## src/rtl/scan_seq_pkg.sv

```systemverilog
package scan_seq_pkg;
  typedef enum logic [1:0] {
    SCAN_UP       = 2'b00,
    SCAN_REPEAT   = 2'b01,
    SCAN_FROM_MID = 2'b10,
    SCAN_SINGLE   = 2'b11
  } scan_mode_e;

  typedef enum logic {
    ST_IDLE = 1'b0,
    ST_BUSY = 1'b1
  } seq_state_e;
endpackage

```

## src/rtl/seq_rst_sync.sv

```systemverilog
module seq_rst_sync (
  input  logic clk,
  input  logic arst_n,
  output logic srst_n
);
  logic meta_q;

  always_ff @(posedge clk or negedge arst_n) begin
    if (!arst_n) begin
      meta_q <= 1'b0;
      srst_n <= 1'b0;
    end else begin
      meta_q <= 1'b1;
      srst_n <= meta_q;
    end
  end
endmodule

```

## src/rtl/scan_bounds.sv

```systemverilog
module scan_bounds
  import scan_seq_pkg::*;
#(
  parameter int NUM_CH = 12,
  parameter int MID_CH = 6,
  parameter int REF_CH = 10,
  parameter int CH_W   = 4
) (
  input  scan_mode_e      mode_i,
  input  logic [CH_W-1:0] sel_i,
  input  logic            ref_en_i,
  output logic [CH_W-1:0] first_o,
  output logic [CH_W-1:0] last_o,
  output logic            skip_o
);
  localparam logic [CH_W-1:0] TOP_CH = CH_W'(NUM_CH - 1);
  localparam logic [CH_W-1:0] MID    = CH_W'(MID_CH);
  localparam logic [CH_W-1:0] REFC   = CH_W'(REF_CH);

  logic [CH_W-1:0] clamp;
  logic [CH_W-1:0] base;
  logic            multi;

  always_comb begin
    clamp  = (sel_i > TOP_CH) ? TOP_CH : sel_i;
    multi  = (mode_i == SCAN_UP) || (mode_i == SCAN_FROM_MID);
    skip_o = ref_en_i & multi;
    unique case (mode_i)
      SCAN_UP: begin
        base   = '0;
        last_o = clamp;
      end
      SCAN_FROM_MID: begin
        base   = MID;
        last_o = (clamp < MID) ? MID : clamp;
      end
      default: begin
        base   = clamp;
        last_o = clamp;
      end
    endcase
    first_o = (skip_o && (base == REFC)) ? base + 1'b1 : base;
  end
endmodule

```

## src/rtl/scan_stepper.sv

```systemverilog
module scan_stepper
  import scan_seq_pkg::*;
#(
  parameter int REF_CH   = 10,
  parameter int REPEAT_N = 8,
  parameter int CH_W     = 4,
  parameter int RPT_W    = 3
) (
  input  scan_mode_e       mode_i,
  input  logic             cont_i,
  input  logic             skip_i,
  input  logic [CH_W-1:0]  cur_ch_i,
  input  logic [RPT_W-1:0] rep_i,
  input  logic [CH_W-1:0]  first_i,
  input  logic [CH_W-1:0]  last_i,
  output logic [CH_W-1:0]  nxt_ch_o,
  output logic [RPT_W-1:0] nxt_rep_o,
  output logic             final_o
);
  localparam logic [CH_W:0]    REFC     = (CH_W+1)'(REF_CH);
  localparam logic [RPT_W-1:0] REP_LAST = RPT_W'(REPEAT_N - 1);

  logic [CH_W:0] inc;
  logic          wrap;
  logic          rep_full;

  always_comb begin
    inc = {1'b0, cur_ch_i} + 1'b1;
    if (skip_i && (inc == REFC)) inc = inc + 1'b1;
    wrap      = inc > {1'b0, last_i};
    rep_full  = (rep_i == REP_LAST);
    nxt_rep_o = rep_full ? '0 : rep_i + 1'b1;
    unique case (mode_i)
      SCAN_UP, SCAN_FROM_MID: begin
        nxt_ch_o = wrap ? first_i : inc[CH_W-1:0];
        final_o  = wrap & ~cont_i;
      end
      SCAN_REPEAT: begin
        nxt_ch_o = cur_ch_i;
        final_o  = rep_full & ~cont_i;
      end
      default: begin
        nxt_ch_o = cur_ch_i;
        final_o  = ~cont_i;
      end
    endcase
  end
endmodule

```

## src/rtl/scan_sequencer.sv

```systemverilog
module scan_sequencer
  import scan_seq_pkg::*;
#(
  parameter int NUM_CH    = 12,
  parameter int MID_CH    = 6,
  parameter int REF_CH    = 10,
  parameter int REPEAT_N  = 8,
  parameter int NUM_SLOTS = 12,
  localparam int CH_W  = $clog2(NUM_CH),
  localparam int WR_W  = $clog2(NUM_SLOTS),
  localparam int RPT_W = $clog2(REPEAT_N)
) (
  input  logic            clk,
  input  logic            rst_n,
  input  logic            start_i,
  input  logic [1:0]      scan_mode_i,
  input  logic [CH_W-1:0] chan_sel_i,
  input  logic            ref_pin_i,
  input  logic            continuous_i,
  input  logic            abort_i,
  input  logic            conv_done_i,
  output logic            conv_req_o,
  output logic [CH_W-1:0] conv_chan_o,
  output logic [WR_W-1:0] wr_idx_o,
  output logic            scan_done_o
);
  localparam logic [WR_W-1:0] LAST_SLOT = WR_W'(NUM_SLOTS - 1);
  localparam logic [CH_W-1:0] TOP_CH    = CH_W'(NUM_CH - 1);
  localparam logic [CH_W-1:0] REFC      = CH_W'(REF_CH);

  logic rst_q_n;
  seq_rst_sync u_rst_sync (.clk(clk), .arst_n(rst_n), .srst_n(rst_q_n));

  seq_state_e       state_q, state_d;
  scan_mode_e       mode_q;
  logic [CH_W-1:0]  sel_q;
  logic             ref_q, cont_q;
  logic [CH_W-1:0]  chan_q, chan_d;
  logic [RPT_W-1:0] rep_q, rep_d;
  logic [WR_W-1:0]  wr_q, wr_d;
  logic             done_q, done_d;
  logic             cfg_en, busy;

  scan_mode_e       cfg_mode;
  logic [CH_W-1:0]  cfg_sel;
  logic             cfg_ref, cfg_cont;
  logic [CH_W-1:0]  first_ch, last_ch, nxt_ch;
  logic [RPT_W-1:0] nxt_rep;
  logic             skip_ref, final_conv;

  assign busy     = (state_q == ST_BUSY);
  assign cfg_mode = busy ? mode_q : scan_mode_e'(scan_mode_i);
  assign cfg_sel  = busy ? sel_q  : chan_sel_i;
  assign cfg_ref  = busy ? ref_q  : ref_pin_i;
  assign cfg_cont = busy ? cont_q : continuous_i;

  scan_bounds #(
    .NUM_CH(NUM_CH), .MID_CH(MID_CH), .REF_CH(REF_CH), .CH_W(CH_W)
  ) u_bounds (
    .mode_i(cfg_mode), .sel_i(cfg_sel), .ref_en_i(cfg_ref),
    .first_o(first_ch), .last_o(last_ch), .skip_o(skip_ref)
  );

  scan_stepper #(
    .REF_CH(REF_CH), .REPEAT_N(REPEAT_N), .CH_W(CH_W), .RPT_W(RPT_W)
  ) u_stepper (
    .mode_i(cfg_mode), .cont_i(cfg_cont), .skip_i(skip_ref),
    .cur_ch_i(chan_q), .rep_i(rep_q), .first_i(first_ch), .last_i(last_ch),
    .nxt_ch_o(nxt_ch), .nxt_rep_o(nxt_rep), .final_o(final_conv)
  );

  // Next-state logic
  always_comb begin
    state_d = state_q;
    chan_d  = chan_q;
    rep_d   = rep_q;
    wr_d    = wr_q;
    done_d  = 1'b0;
    cfg_en  = 1'b0;
    unique case (state_q)
      ST_IDLE: begin
        if (start_i) begin
          cfg_en  = 1'b1;
          state_d = ST_BUSY;
          chan_d  = first_ch;
          rep_d   = '0;
          wr_d    = '0;
        end
      end
      default: begin
        if (abort_i) begin
          state_d = ST_IDLE;
          done_d  = 1'b1;
        end else if (conv_done_i) begin
          wr_d   = (wr_q == LAST_SLOT) ? '0 : wr_q + 1'b1;
          chan_d = nxt_ch;
          rep_d  = nxt_rep;
          if (final_conv) begin
            state_d = ST_IDLE;
            done_d  = 1'b1;
          end
        end
      end
    endcase
  end

  // Registers
  always_ff @(posedge clk or negedge rst_q_n) begin
    if (!rst_q_n) begin
      state_q <= ST_IDLE;
      chan_q  <= '0;
      rep_q   <= '0;
      wr_q    <= '0;
      done_q  <= 1'b0;
    end else begin
      state_q <= state_d;
      chan_q  <= chan_d;
      rep_q   <= rep_d;
      wr_q    <= wr_d;
      done_q  <= done_d;
    end
  end

  always_ff @(posedge clk or negedge rst_q_n) begin
    if (!rst_q_n) begin
      mode_q <= SCAN_SINGLE;
      sel_q  <= '0;
      ref_q  <= 1'b0;
      cont_q <= 1'b0;
    end else if (cfg_en) begin
      mode_q <= scan_mode_e'(scan_mode_i);
      sel_q  <= chan_sel_i;
      ref_q  <= ref_pin_i;
      cont_q <= continuous_i;
    end
  end

  assign conv_req_o  = busy;
  assign conv_chan_o = chan_q;
  assign wr_idx_o    = wr_q;
  assign scan_done_o = done_q;

  // Assertions
  a_r8_hold_request: assert property (@(posedge clk) disable iff (!rst_q_n)
    conv_req_o && !conv_done_i && !abort_i |=>
      conv_req_o && $stable(conv_chan_o) && $stable(wr_idx_o));

  a_r2_channel_range: assert property (@(posedge clk) disable iff (!rst_q_n)
    conv_req_o |-> conv_chan_o <= TOP_CH);

  a_r6_ref_skipped: assert property (@(posedge clk) disable iff (!rst_q_n)
    conv_req_o && skip_ref |-> conv_chan_o != REFC);

  a_r7_slot_range: assert property (@(posedge clk) disable iff (!rst_q_n)
    wr_idx_o <= LAST_SLOT);

  a_r9_done_single_cycle: assert property (@(posedge clk) disable iff (!rst_q_n)
    scan_done_o |=> !scan_done_o);

  a_r9_done_when_idle: assert property (@(posedge clk) disable iff (!rst_q_n)
    scan_done_o |-> !conv_req_o);

  a_r5_single_ends: assert property (@(posedge clk) disable iff (!rst_q_n)
    conv_req_o && conv_done_i && !abort_i && mode_q == SCAN_SINGLE && !cont_q
      |=> scan_done_o && !conv_req_o);

  a_r10_abort_ends: assert property (@(posedge clk) disable iff (!rst_q_n)
    conv_req_o && abort_i |=> !conv_req_o && scan_done_o);

  a_r11_start_ignored: assert property (@(posedge clk) disable iff (!rst_q_n)
    conv_req_o && start_i && !conv_done_i && !abort_i |=>
      conv_req_o && $stable(conv_chan_o));
endmodule

```

## config.mk

```make
export PLATFORM = sky130hd
export DESIGN_NAME = scan_sequencer
export DESIGN_NICKNAME = d
export VERILOG_FILES = /design/src/rtl/scan_seq_pkg.sv /design/src/rtl/seq_rst_sync.sv /design/src/rtl/scan_bounds.sv /design/src/rtl/scan_stepper.sv /design/src/rtl/scan_sequencer.sv
export SDC_FILE = /design/constraint.sdc
export NUM_CORES = 1
export LEC_CHECK = 0
export BUFFER_PORTS_ARGS = -buffer_cell sky130_fd_sc_hd__clkbuf_2
export CORE_MARGIN = 2
export CORE_UTILIZATION = 34
export CTS_CLUSTER_DIAMETER = 120
export DETAILED_ROUTE_END_ITERATION = 10
export PLACE_DENSITY = 0.51
export SKIP_CTS_REPAIR_TIMING = 1
export SKIP_LAST_GASP = 1
export SLEW_MARGIN = 30
export SYNTH_ARGS = -nofsm -noshare
export SYNTH_HDL_FRONTEND = slang
export SYNTH_SLANG_ARGS = --single-unit
```

## constraint.sdc

```tcl
create_clock -name clk -period 0.9 [get_ports clk]
set_input_delay 0.18 -clock clk [delete_from_list [all_inputs] [get_ports clk]]
set_output_delay 0.18 -clock clk [all_outputs]
set_load 0.05 [all_outputs]
```

== Word level (Yosys, flattened, before mapping) ==
Cells that the tools add are included.

* Bits in registers: 23

* $add $sub $neg: 5
* $lt $le $gt $ge: 3
* Eq/ne operators: 9
* Muxes and demuxes: 37
* Bitwise operators: 4
* Reductions and logical operators: 8

{| class="wikitable"
|+ Operators with widths
! kind !! count
|-
| 2-to-1 mux 4 bit || 16
|-
| 2-to-1 mux 3 bit || 5
|-
| 2-to-1 mux 1 bit || 12
|-
| adder 4 x 1 -> 4 bit (second input constant) || 2
|-
| equality test 4 bit (second input constant) || 2
|-
| case mux 4 bit (2 select lines) || 1
|-
| adder 4 x 1 -> 5 bit (second input constant) || 1
|-
| adder 5 x 1 -> 5 bit (second input constant) || 1
|-
| equality test 5 x 4 -> 1 bit (second input constant) || 1
|-
| > comparator 5 x 4 -> 1 bit || 1
|-
| 2-to-1 mux 5 bit || 1
|-
| > comparator 4 bit (second input constant) || 1
|-
| < comparator 4 x 3 -> 1 bit (second input constant) || 1
|-
| inequality test 2 bit (second input constant) || 2
|-
| AND reduction 4 bit || 1
|-
| adder 3 x 1 -> 3 bit (second input constant) || 1
|-
| bitwise AND 1 bit || 3
|-
| equality test 3 bit (second input constant) || 1
|-
| AND reduction 3 bit || 1
|-
| equality test 2 x 1 -> 1 bit (second input constant) || 1
|-
| equality test 2 bit (second input constant) || 1
|-
| logical AND 1 bit || 2
|-
| zero test 2 bit || 1
|-
| 2-to-1 mux 2 bit || 1
|-
| other kinds (6) || 6
|}

== Depth between registers and ports, before layout ==
Gate-level depths: netlist of run 1.

* Depth after elaboration: 13
* Depth in mapped cells: 12
* Gate-level depth less buffers: 11

== By module ==
Synthesis of run 1 repeated with hierarchy kept, for this count alone.

* Cells, all modules: 173
* Area, all modules: 1,677.9 um^2

{| class="wikitable"
|+ Modules (own cells, without submodules)
! module !! instances !! cells an instance !! area each (um^2) !! sequential area each (um^2)
|-
| scan_sequencer || 1 || 91 || 1,087.3 || 528.0
|-
| scan_stepper || 1 || 61 || 415.4 || 0.0
|-
| scan_bounds || 1 || 18 || 121.4 || 0.0
|-
| seq_rst_sync || 1 || 3 || 53.8 || 50.0
|}

== Worst setup path before layout of run 1 ==
OpenSTA, ideal clock, no wires.

* Path kind: flip-flop to flip-flop
* Start point: register state_q (netlist: conv_req_o)
* End point: register chan_q[0] (netlist: conv_chan_o[0])
* Library setup time: 0.121 ns
* Data arrival time: 2.858 ns
* Setup slack: -2.079 ns
* Cell stages (with the launch flop): 12
* Buffers on the path: 1
* Period minus slack after synthesis: 2.979 ns
* Cell sequence: dfrtp_1 buf_6 mux2_2 nand4_4 nor3b_1 or2_2 ha_1 and4_1 and3_1 a31oi_4 o32ai_1 a22o_1

* Word-level cells in the longest chain between the ends: 12

{| class="wikitable"
|+ RTL lines
! item !! RTL line !! source
|-
| start, declared || scan_sequencer.sv:34 || <nowiki>seq_state_e state_q, state_d;</nowiki>
|-
| start signal, assigned || scan_sequencer.sv:116 || <nowiki>state_q <= state_d;</nowiki>
|-
| 2-to-1 mux 4 bit or 2-to-1 mux 2 bit (tied branches) || scan_sequencer.sv:53, scan_sequencer.sv:52 ||
|-
| > comparator 4 bit, or another cell as far along || scan_bounds.sv:25 || <nowiki>clamp = (sel_i > TOP_CH) ? TOP_CH : sel_i;</nowiki>
|-
| 2-to-1 mux 4 bit or logical OR 1 bit (tied branches) || scan_bounds.sv:25, scan_bounds.sv:26 ||
|-
| < comparator 4 x 3 -> 1 bit, or another cell as far along || scan_bounds.sv:35 || <nowiki>last_o = (clamp < MID) ? MID : clamp;</nowiki>
|-
| 2-to-1 mux 4 bit, or another cell as far along || scan_bounds.sv:35 ||
|-
| 2-to-1 mux 4 bit, or another cell as far along || scan_bounds.sv:28 || <nowiki>unique case (mode_i)</nowiki>
|-
| > comparator 5 x 4 -> 1 bit or 2-to-1 mux 4 bit (tied branches) || scan_stepper.sv:30, scan_bounds.sv:42 ||
|-
| 2-to-1 mux 4 bit || scan_stepper.sv:35 || <nowiki>nxt_ch_o = wrap ? first_i : inc[CH_W-1:0];</nowiki>
|-
| 2-to-1 mux 4 bit || scan_stepper.sv:33 || <nowiki>unique case (mode_i)</nowiki>
|-
| 2-to-1 mux 4 bit || scan_sequencer.sv:94 || <nowiki>end else if (conv_done_i) begin</nowiki>
|-
| 2-to-1 mux 4 bit || scan_sequencer.sv:91 || <nowiki>if (abort_i) begin</nowiki>
|-
| 2-to-1 mux 4 bit || scan_sequencer.sv:80 || <nowiki>unique case (state_q)</nowiki>
|-
| end signal, assigned || scan_sequencer.sv:117 || <nowiki>chan_q <= chan_d;</nowiki>
|-
| end, declared || scan_sequencer.sv:38 || <nowiki>logic [CH_W-1:0] chan_q, chan_d;</nowiki>
|}

Several ways; a longest one is shown, not always the timed one. The select of a mux whose other input is x is not followed.
A chain may end at the register's enable or synchronous reset.

== Worst setup path after layout of run 1 ==
Ends and elaborated chain as after synthesis.

==> results of run 1 <==
[registers in the layout (all words and copies together) (netlist names)]
name and flops:
conv_chan_o 4, u_rst_sync.meta_q 1, sel_q 4, mode_q 2, scan_done_o 1, rep_q 3, ref_q 1, conv_req_o 1
wr_idx_o 4, u_rst_sync.srst_n 1, cont_q 1
[cell families (layout without fill, tap and decap cells)]
family	after synthesis	count (layout)	share of synthesized area
AOI/OAI and AO/OA	34	34	0.163
xor gates and xnor gates	3	3	0.0174
adders and majority gates	10	10	0.0831
buffers and inverters	14	91	0.0424
DFF	23	23	0.384
muxes	17	17	0.129
other	1	1	0.00249
and+or+nand+nor	49	49	0.179
[worst min path at each step]
stage,start,to,slack (ns),cells past startpoint
3_5_place_dp,rst_n,u_rst_sync.meta_q,-0.03,1
5_1_grt,abort_i,scan_done_o,0.15,2
3_3_place_gp,rst_n,u_rst_sync.srst_n,-0.03,1
2_1_floorplan,rst_n,u_rst_sync.meta_q,-0.12,0
6_report,abort_i,scan_done_o,0.15,2
4_1_cts,rst_n,u_rst_sync.srst_n,-0.32,1
[cells in the mapped netlist, types with 3 or more instances]
cell type | count | area share
inv_1 | 10 | 0.025
o21ai_0 | 4 | 0.013
a21oi_1 | 6 | 0.020
dfrtp_1 | 21 | 0.35
nand2_1 | 15 | 0.037
buf_2 | 3 | 0.010
ha_1 | 10 | 0.083
mux2_2 | 9 | 0.067
nor2_1 | 10 | 0.025
o211ai_1 | 5 | 0.025
nand3_1 | 6 | 0.020
mux2i_1 | 7 | 0.047
a31oi_1 | 3 | 0.012
nand2b_1 | 3 | 0.012
[through the flow]
step | power (uW) | setup WS (ns) | setup TNS [ns]
2_1_floorplan | 4420 | -1.78 | -17.97
3_3_place_gp | 5870 | -1.68 | -19.42
3_5_place_dp | 5980 | -1.70 | -20.13
4_1_cts | 6690 | -1.75 | -23.04
5_1_grt | 7630 | -1.78 | -23.98
6_report | 7100 | -1.67 | -21.44
[power by group through the flow]
stage	Clock, uW	Sequential [uW]	Combinational, uW
detailed placement	0	1720	4270
finish	677	1710	4720
global route	763	1770	5100
floorplan	0	2170	2240
global placement	0	1700	4180
CTS	715	1700	4280
[metal layers]
| layer | vias up | share of wire | GRT usage |
|---|---|---|---|
| met3 | 4 | 0.027 | 0.0356 |
| met2 | 21 | 0.48 | 0.258 |
| met4 | 0 | 0.0096 | 0.0273 |
| met1 | 652 | 0.48 | 0.211 |
| met5 | - | 0 | 0 |
| li1 | 691 | - | - |
[critical path, stage by stage (launching register included)]
cell     delay, ns
dfrtp_2       0.47
buf_4         0.16
mux2_4        0.30
nand4_4       0.09
nor3b_2       0.07
or2_4         0.25
ha_4          0.27
and4_4        0.21
and3_4        0.19
a31oi_4       0.05
o41ai_1       0.27
a22o_1        0.17
[layout make-up]
| class | instances | area (um^2) |
|---|---|---|
| Fill cell | 410 | 1980 |
| Multi-Input combinational cell | 114 | 975 |
| Timing Repair Buffer | 77 | 637 |
| Sequential cell | 23 | 584 |
| Tap cell | 52 | 65.1 |
| Clock buffer | 3 | 41.3 |
| Inverter | 10 | 37.5 |
| Clock inverter | 1 | 7.51 |
==> impl_metrics.json, run 1 <==
{
  "final_cell_area_um2": 2350,
  "clock_latency_ns": 0.27,
  "power_density_nw_per_um2": 3030,
  "critPathLaunch": "conv_req_o",
  "min_path_type": "primary input to register",
  "max_cap_violations": 0,
  "final_antenna_net_count": 0,
  "syn_avg_cell_area_um2": 9.98,
  "reg2regPathDepth": 11,
  "grt_overflow": 0,
  "cp.arrival_ns": 2.77,
  "crit_type": "register to register",
  "seqPwrFrac": 0.241,
  "start_kind": "register",
  "vias": 1368,
  "async_flop_share": 1.00,
  "grt_max_degree": 22,
  "cp_max_fo": 6,
  "ioPinCount": 23,
  "power.share.switching": 0.421,
  "clk_pin_slew_worst_paths_ns": 0.10,
  "crit_required_ns": 1.10,
  "wl_per_cell_um": 13.4,
  "outcome": "complete, but fails checks",
  "routed_wirelength_um": 3740,
  "placed_cells": 268,
  "p_comb_frac": 0.664,
  "cts_max_level": 1,
  "fmax_mhz": 389,
  "finalSetupViolations": 31,
  "antenna_found_initial": 0,
  "grtUsageTotal": 0.155,
  "drc": 0,
  "io_buffer_count": 22,
  "drv_slew": 0,
  "final_layout_size_suffix_gt1_frac": 0.535,
  "min_period_over_period": 2.85,
  "placed_area_um2": 2140,
  "seq_area_frac_synth": 0.384,
  "p_clk_frac": 0.095,
  "viasPerCell": 4.89,
  "violations": "setup timing",
  "setup_slack_ns": -1.67,
  "diodes": 0,
  "final_cells": 280,
  "end_kind": "register",
  "dr.pass1.iters": 4,
  "cts_max_path_buffers": 2,
  "timing.rr.start": "conv_req_o",
  "synth_cell_types": 44,
  "grt_pass1_vias": 1419,
  "final_core_util": 0.543,
  "synth-edff-count": 0,
  "fp.dieW_um": 70.6,
  "hold_viol_final": 0,
  "rsz0062_at_grt": "true",
  "final_cell_mix": "buf_4 (50), dfrtp_1 (16), nand2_1 (13)",
  "worst_setup_path_endpoint": "conv_chan_o[0]",
  "power.internal_uw": 4110,
  "syn_area_um2": 1510,
  "die_area_um2": 4980,
  "hpwl_um": 2930,
  "final_common_cell": "buf_4",
  "ys_seq_elements": 23,
  "p_switching_uw": 2990,
  "start_util": 0.348,
  "synthFlopType": "dfrtp_1",
  "gp_congestion": 0.877,
  "numCtsBuffers": 3,
  "r2r_slack_ns": -1.67,
  "syn_inst": 151,
  "synth_nets": 174,
  "ir_drop_uv": 1170,
  "hold_ws_ns": 0.148,
  "skew_ns": 0.0153,
  "coreArea_um2": 4320,
  "area_delta_synth_final_pct": 55.8,
  "cts.sinks": 23,
  "cts-root-buf": "clkbuf_8",
  "layout.nets": 252,
  "row_count": 24,
  "cts_tree": "built",
  "grt_pass1_wl_um": 6280,
  "timing.rr.end": "conv_chan_o[0]",
  "first_iter_violations": 54,
  "yosysWarnings": 0,
  "die-height_um": 70.6,
  "finalCriticalPeriod_ns": 2.57,
  "leakage_uw": 0.00113
}
Power figures use the tool's default switching activity.
==> run 2, diff against run 1 <==
GPL_TIMING_DRIVEN = 0   (was unset)
PLACE_DENSITY = 0.56   (was 0.51)
==> run 2 against run 1 <==
  * The run still ends with setup timing left
  * Non-clock buffer count decreased by 31
  * Count of clock-buffer cells in the layout increased by 1
  * First-iteration DRC count increased by 52%
  * Clock skew decreased by 0.014 ns
  * Sequential share of layout area increased by 3.2 points
  * Register-to-register slack got worse by 0.09 ns
  * Worst hold slack improved by 0.0062 ns
  * Largest cell class unchanged
  * Clock power decreased by 4.3%
==> impl_metrics.json, run 2 (same netlist as run 1, synthesis figures left out) <==
{
  "fmax_mhz": 377,
  "cts_tree": "built",
  "ioPinCount": 23,
  "outcome": "complete, but fails checks",
  "start_util": 0.348,
  "coreArea_um2": 4320,
  "finalSetupViolations": 31,
  "crit_buf_inv": 0,
  "clock_latency_ns": 0.26,
  "timing.rr.start": "conv_chan_o[0]",
  "first_iter_violations": 82,
  "final_antenna_net_count": 0,
  "numCtsBuffers": 3,
  "crit_required_ns": 1.05,
  "pre_cts_ws_ns": -1.86,
  "grt_max_degree": 22,
  "cp.arrival_ns": 2.81,
  "diodes": 0,
  "final_layout_size_suffix_gt1_frac": 0.462,
  "cpPeakStageDelay_ns": 0.48,
  "power_density_nw_per_um2": 3110,
  "final_cell_mix": "buf_4 (20), dfrtp_1 (15), nand2_1 (13)",
  "reg2regPathDepth": 11,
  "crit_type": "register to register",
  "setup_slack_ns": -1.75,
  "top_regs": "conv_chan_o x4, sel_q x4, wr_idx_o x4",
  "max_cap_violations": 0,
  "gp_congestion": 0.846,
  "hpwl_um": 2670,
  "grt_pass1_wl_um": 5980,
  "row_count": 24,
  "r2r_slack_ns": -1.75,
  "cp_max_fo": 6,
  "skew_ns": 0.00153,
  "holdCritStartpoint": "start_i",
  "hold_ws_ns": 0.154,
  "hold_viol_final": 0,
  "min_path_type": "primary input to register",
  "multi_input_area_um2": 980,
  "grtUsageTotal": 0.148,
  "crit_family": "simple AND/OR/NAND/NOR gates",
  "cts_max_level": 1,
  "drv_slew": 0,
  "vias": 1283,
  "layout.nets": 221,
  "grt_overflow": 0,
  "grt_pass1_vias": 1275,
  "cts-root-buf": "clkbuf_8",
  "design_power_total_uw": 6470,
  "wl_per_cell_um": 14.9,
  "drc": 0,
  "violations": "setup timing",
  "holdPathStages": 2,
  "viasPerCell": 5.15,
  "die_area_um2": 4980,
  "rsz0062_at_grt": "true",
  "start_kind": "register",
  "nFillCells": 417,
  "dr.pass1.iters": 4,
  "antenna_found_initial": 0,
  "area_delta_synth_final_pct": 38.1,
  "leakage_uw": 0.000952,
  "worstHoldEndpoint": "wr_idx_o[2]",
  "die-height_um": 70.6,
  "final_common_cell": "buf_4",
  "cts.sinks": 23,
  "fp.dieW_um": 70.6,
  "routed_wirelength_um": 3710,
  "finalCriticalPeriod_ns": 2.65,
  "register_area_um2": 586,
  "min_period_over_period": 2.95,
  "cts_max_path_buffers": 2,
  "clk_pin_slew_worst_paths_ns": 0.08,
  "timing.rr.end": "conv_chan_o[0]",
  "cp_slowest_cell": "dfrtp_2",
  "fin_setup_tns_ns": -20.77,
  "cp_cell_sequence": "ha_4 -> nand3_4 -> nand4_4 -> nor3_4 -> xnor2_1 -> ha_1 -> and4_1 -> and3_4 -> a31oi_4 -> o32ai_2 -> a22o_1",
  "end_kind": "register",
  "ir_drop_uv": 976,
  "io_buffer_count": 22
}
==> run 2: final cells by class <==
cell class              count  area share
multi-input cells         114       0.471
flip-flops and latches     23       0.281
plain buffers               4      0.0235
clock buffers               4      0.0216
inverters                  10      0.0198
repair buffers             42       0.152
well taps                  52      0.0313
==> run 2: how the worst max path moves through the flow <==
stage              startpoint              to  slack, ns  cells after the start
2_1_floorplan      conv_req_o  conv_chan_o[0]      -1.78                     11
3_3_place_gp       conv_req_o  conv_chan_o[1]      -1.77                     11
3_5_place_dp       conv_req_o  conv_chan_o[0]      -1.86                     11
4_1_cts            conv_req_o  conv_chan_o[0]      -1.90                     11
5_1_grt        conv_chan_o[0]  conv_chan_o[2]      -1.86                     11
6_report       conv_chan_o[0]  conv_chan_o[0]      -1.75                     11
==> run 2: where the power goes <==
group	switching [uW]	leakage, uW	internal, uW
logic	2170	0.000652	1870
clock network	332	0.0000228	316
registers	395	0.000277	1380
==> run 2: stage by stage <==
| step | std cells | instance area [um^2] | utilization |
|---|---|---|---|
| after floorplan | 151 | 1600 | - |
| after global placement | 225 | 1780 | 0.411 |
| after detailed placement | 225 | 1780 | 0.411 |
| after CTS | 229 | 1820 | 0.422 |
| after global routing | 249 | 2080 | 0.481 |
| final | 249 | 2080 | 0.481 |
==> run 2: layer usage <==
metal / global-route usage / vias up / wire [um]
li1: - / 627 / -
met1: 0.193 / 626 / 1700
met2: 0.259 / 25 / 1840
met3: 0.0199 / 5 / 134
met4: 0.0440 / 0 / 44
met5: 0 / - / 0
==> run 2: worst reg2reg max path: cells and delay by family, from the launching register on <==
kind	cells	cell delay, ns
AO/OA/AOI/OAI	3	0.62
XOR/XNOR	1	0.16
adder cells (fa/ha/maj)	2	0.46
flip-flops	1	0.48
AND/OR/NAND/NOR	5	0.83
==> run 3, diff against run 2 <==
SETUP_SLACK_MARGIN = 0.5   (was unset)
==> run 3 against run 2 <==
  * The flow still finishes with violations (setup timing)
  * Critical endpoint unchanged
  * Largest power group unchanged
  * Die area is the same
  * Clock skew grew 0.0082 ns
  * Count of clock-buffer cells in the layout fell by 1
  * Design area up 6.3%
  * Worst hold slack better by 0.0071 ns
  * Largest cell class unchanged
==> impl_metrics.json, run 3 (same netlist as run 1, synthesis figures left out) <==
{
  "nFillCells": 432,
  "hold_viol_final": 0,
  "grt_max_degree": 22,
  "cpPeakStageDelay_ns": 0.38,
  "final_antenna_net_count": 0,
  "coreArea_um2": 4320,
  "start_kind": "register",
  "finalCriticalPeriod_ns": 2.65,
  "die_area_um2": 4980,
  "cts_max_level": 1,
  "min_period_over_period": 2.95,
  "holdPathStages": 2,
  "cp_max_fo": 8,
  "dr.pass1.iters": 2,
  "holdCritStartpoint": "abort_i",
  "ir_drop_uv": 1170,
  "antenna_found_initial": 0,
  "grt_overflow": 0,
  "timing.rr.start": "conv_req_o",
  "crit_type": "register to register",
  "final_core_util": 0.511,
  "final_common_cell": "buf_4",
  "grt_pass1_vias": 1251,
  "drv_slew": 0,
  "numCtsBuffers": 3,
  "clk_pin_slew_worst_paths_ns": 0.09,
  "gp_congestion": 0.812,
  "grt_pass1_wl_um": 5860,
  "row_count": 24,
  "routed_wirelength_um": 3800,
  "ioPinCount": 23,
  "cp_cell_sequence": "buf_8 -> mux2i_4 -> nand4_4 -> nor3_4 -> xnor2_2 -> ha_1 -> and4_1 -> and3_4 -> a31oi_4 -> o32ai_2 -> a22o_1",
  "timing.rr.end": "conv_chan_o[0]",
  "drc": 0,
  "fp.dieW_um": 70.6,
  "leakage_uw": 0.000992,
  "fmax_mhz": 377,
  "setup_slack_ns": -1.75,
  "grtUsageTotal": 0.146,
  "cts.sinks": 23,
  "diodes": 0,
  "cp_slowest_cell": "dfrtp_2",
  "end_kind": "register",
  "layout.nets": 225,
  "die-height_um": 70.6,
  "power_density_nw_per_um2": 3050,
  "clock_latency_ns": 0.27,
  "viasPerCell": 5.14,
  "outcome": "complete, but fails checks",
  "cts_tree": "built",
  "io_buffer_count": 22,
  "cts-root-buf": "clkbuf_8",
  "crit_required_ns": 1.06,
  "cp.arrival_ns": 2.81,
  "finalSetupViolations": 31,
  "placed_cells": 225,
  "final_cells": 253,
  "skew_ns": 0.00972,
  "start_util": 0.348,
  "violations": "setup timing",
  "wl_per_cell_um": 15.0,
  "rsz0062_at_grt": "true",
  "final_layout_size_suffix_gt1_frac": 0.522,
  "top_regs": "conv_chan_o x4, sel_q x4, wr_idx_o x4",
  "critPathLaunch": "conv_req_o",
  "first_iter_violations": 23,
  "hpwl_um": 2720,
  "cts_max_path_buffers": 2,
  "area_delta_synth_final_pct": 46.8,
  "max_cap_violations": 0,
  "final_cell_mix": "buf_4 (19), buf_6 (13), nand2_1 (12), clkbuf_2 (12)",
  "vias": 1301,
  "min_path_type": "primary input to register",
  "worstHoldEndpoint": "scan_done_o",
  "r2r_slack_ns": -1.75,
  "reg2regPathDepth": 11
}
## run 3: cell count changes in the layout (fill, tap and decap cells not counted), sizes merged
cell,delta
buf,+5
clkbuf,-2
clkinvlp,+1
## run 3: routing by layer
layer | GRT usage | vias up | part of all wire
met5 | 0 | - | 0
met4 | 0.0587 | 0 | 0.017
met3 | 0.0185 | 6 | 0.023
met2 | 0.239 | 17 | 0.51
met1 | 0.198 | 641 | 0.45
li1 | - | 637 | -
## run 3: worst max path at each step
| stage | depth (start not counted) | end | slack, ns |
|---|---|---|---|
| after global placement | 11 | conv_chan_o[3] | -1.76 |
| after CTS | 11 | conv_chan_o[1] | -1.86 |
| after floorplan | 11 | conv_chan_o[0] | -1.78 |
| final | 11 | conv_chan_o[0] | -1.75 |
| after global routing | 11 | conv_chan_o[0] | -1.86 |
| after detailed placement | 11 | conv_chan_o[1] | -1.86 |
## run 3: critical path, delay by kind of cell (launching register included)
kind	cells	cell delay (ns)
xor gates and xnor gates	1	0.14
adders and majority gates	1	0.24
buffers and inverters	1	0.14
and+or+nand+nor	4	0.73
AOI/OAI and AO/OA	3	0.65
muxes	1	0.28
DFF	1	0.38
## run 3: area by class of cell
| cell class | instances | area, um^2 | area share |
|---|---|---|---|
| buffer | 4 | 52.6 | 0.0238 |
| clock buffer | 3 | 41.3 | 0.0187 |
| clock inverter | 1 | 7.51 | 0.00340 |
| inverter | 10 | 43.8 | 0.0198 |
| multi-input combinational | 114 | 1020 | 0.463 |
| sequential | 23 | 594 | 0.269 |
| tap | 52 | 65.1 | 0.0294 |
| timing repair buffer | 46 | 382 | 0.173 |
## run 3: per-stage QoR
| stage | area (um^2) | power (uW) | worst slack, ns | TNS (ns) | hold WS [ns] |
|---|---|---|---|---|---|
| 2_1_floorplan | 1610 | 4430 | -1.78 | -17.97 | -0.116 |
| 3_3_place_gp | 1790 | 5040 | -1.76 | -17.58 | -0.0337 |
| 3_5_place_dp | 1790 | 5180 | -1.86 | -18.42 | -0.0287 |
| 4_1_cts | 1840 | 5870 | -1.86 | -21.09 | -0.331 |
| 5_1_grt | 2210 | 7230 | -1.86 | -22.37 | 0.161 |
| 6_report | 2210 | 6750 | -1.75 | -20.38 | 0.161 |
## run 3: power breakdown
group	switching [uW]	internal (uW)
Clock	341	313
Combinational	2290	2040
Sequential	375	1390
Total	3010	3740
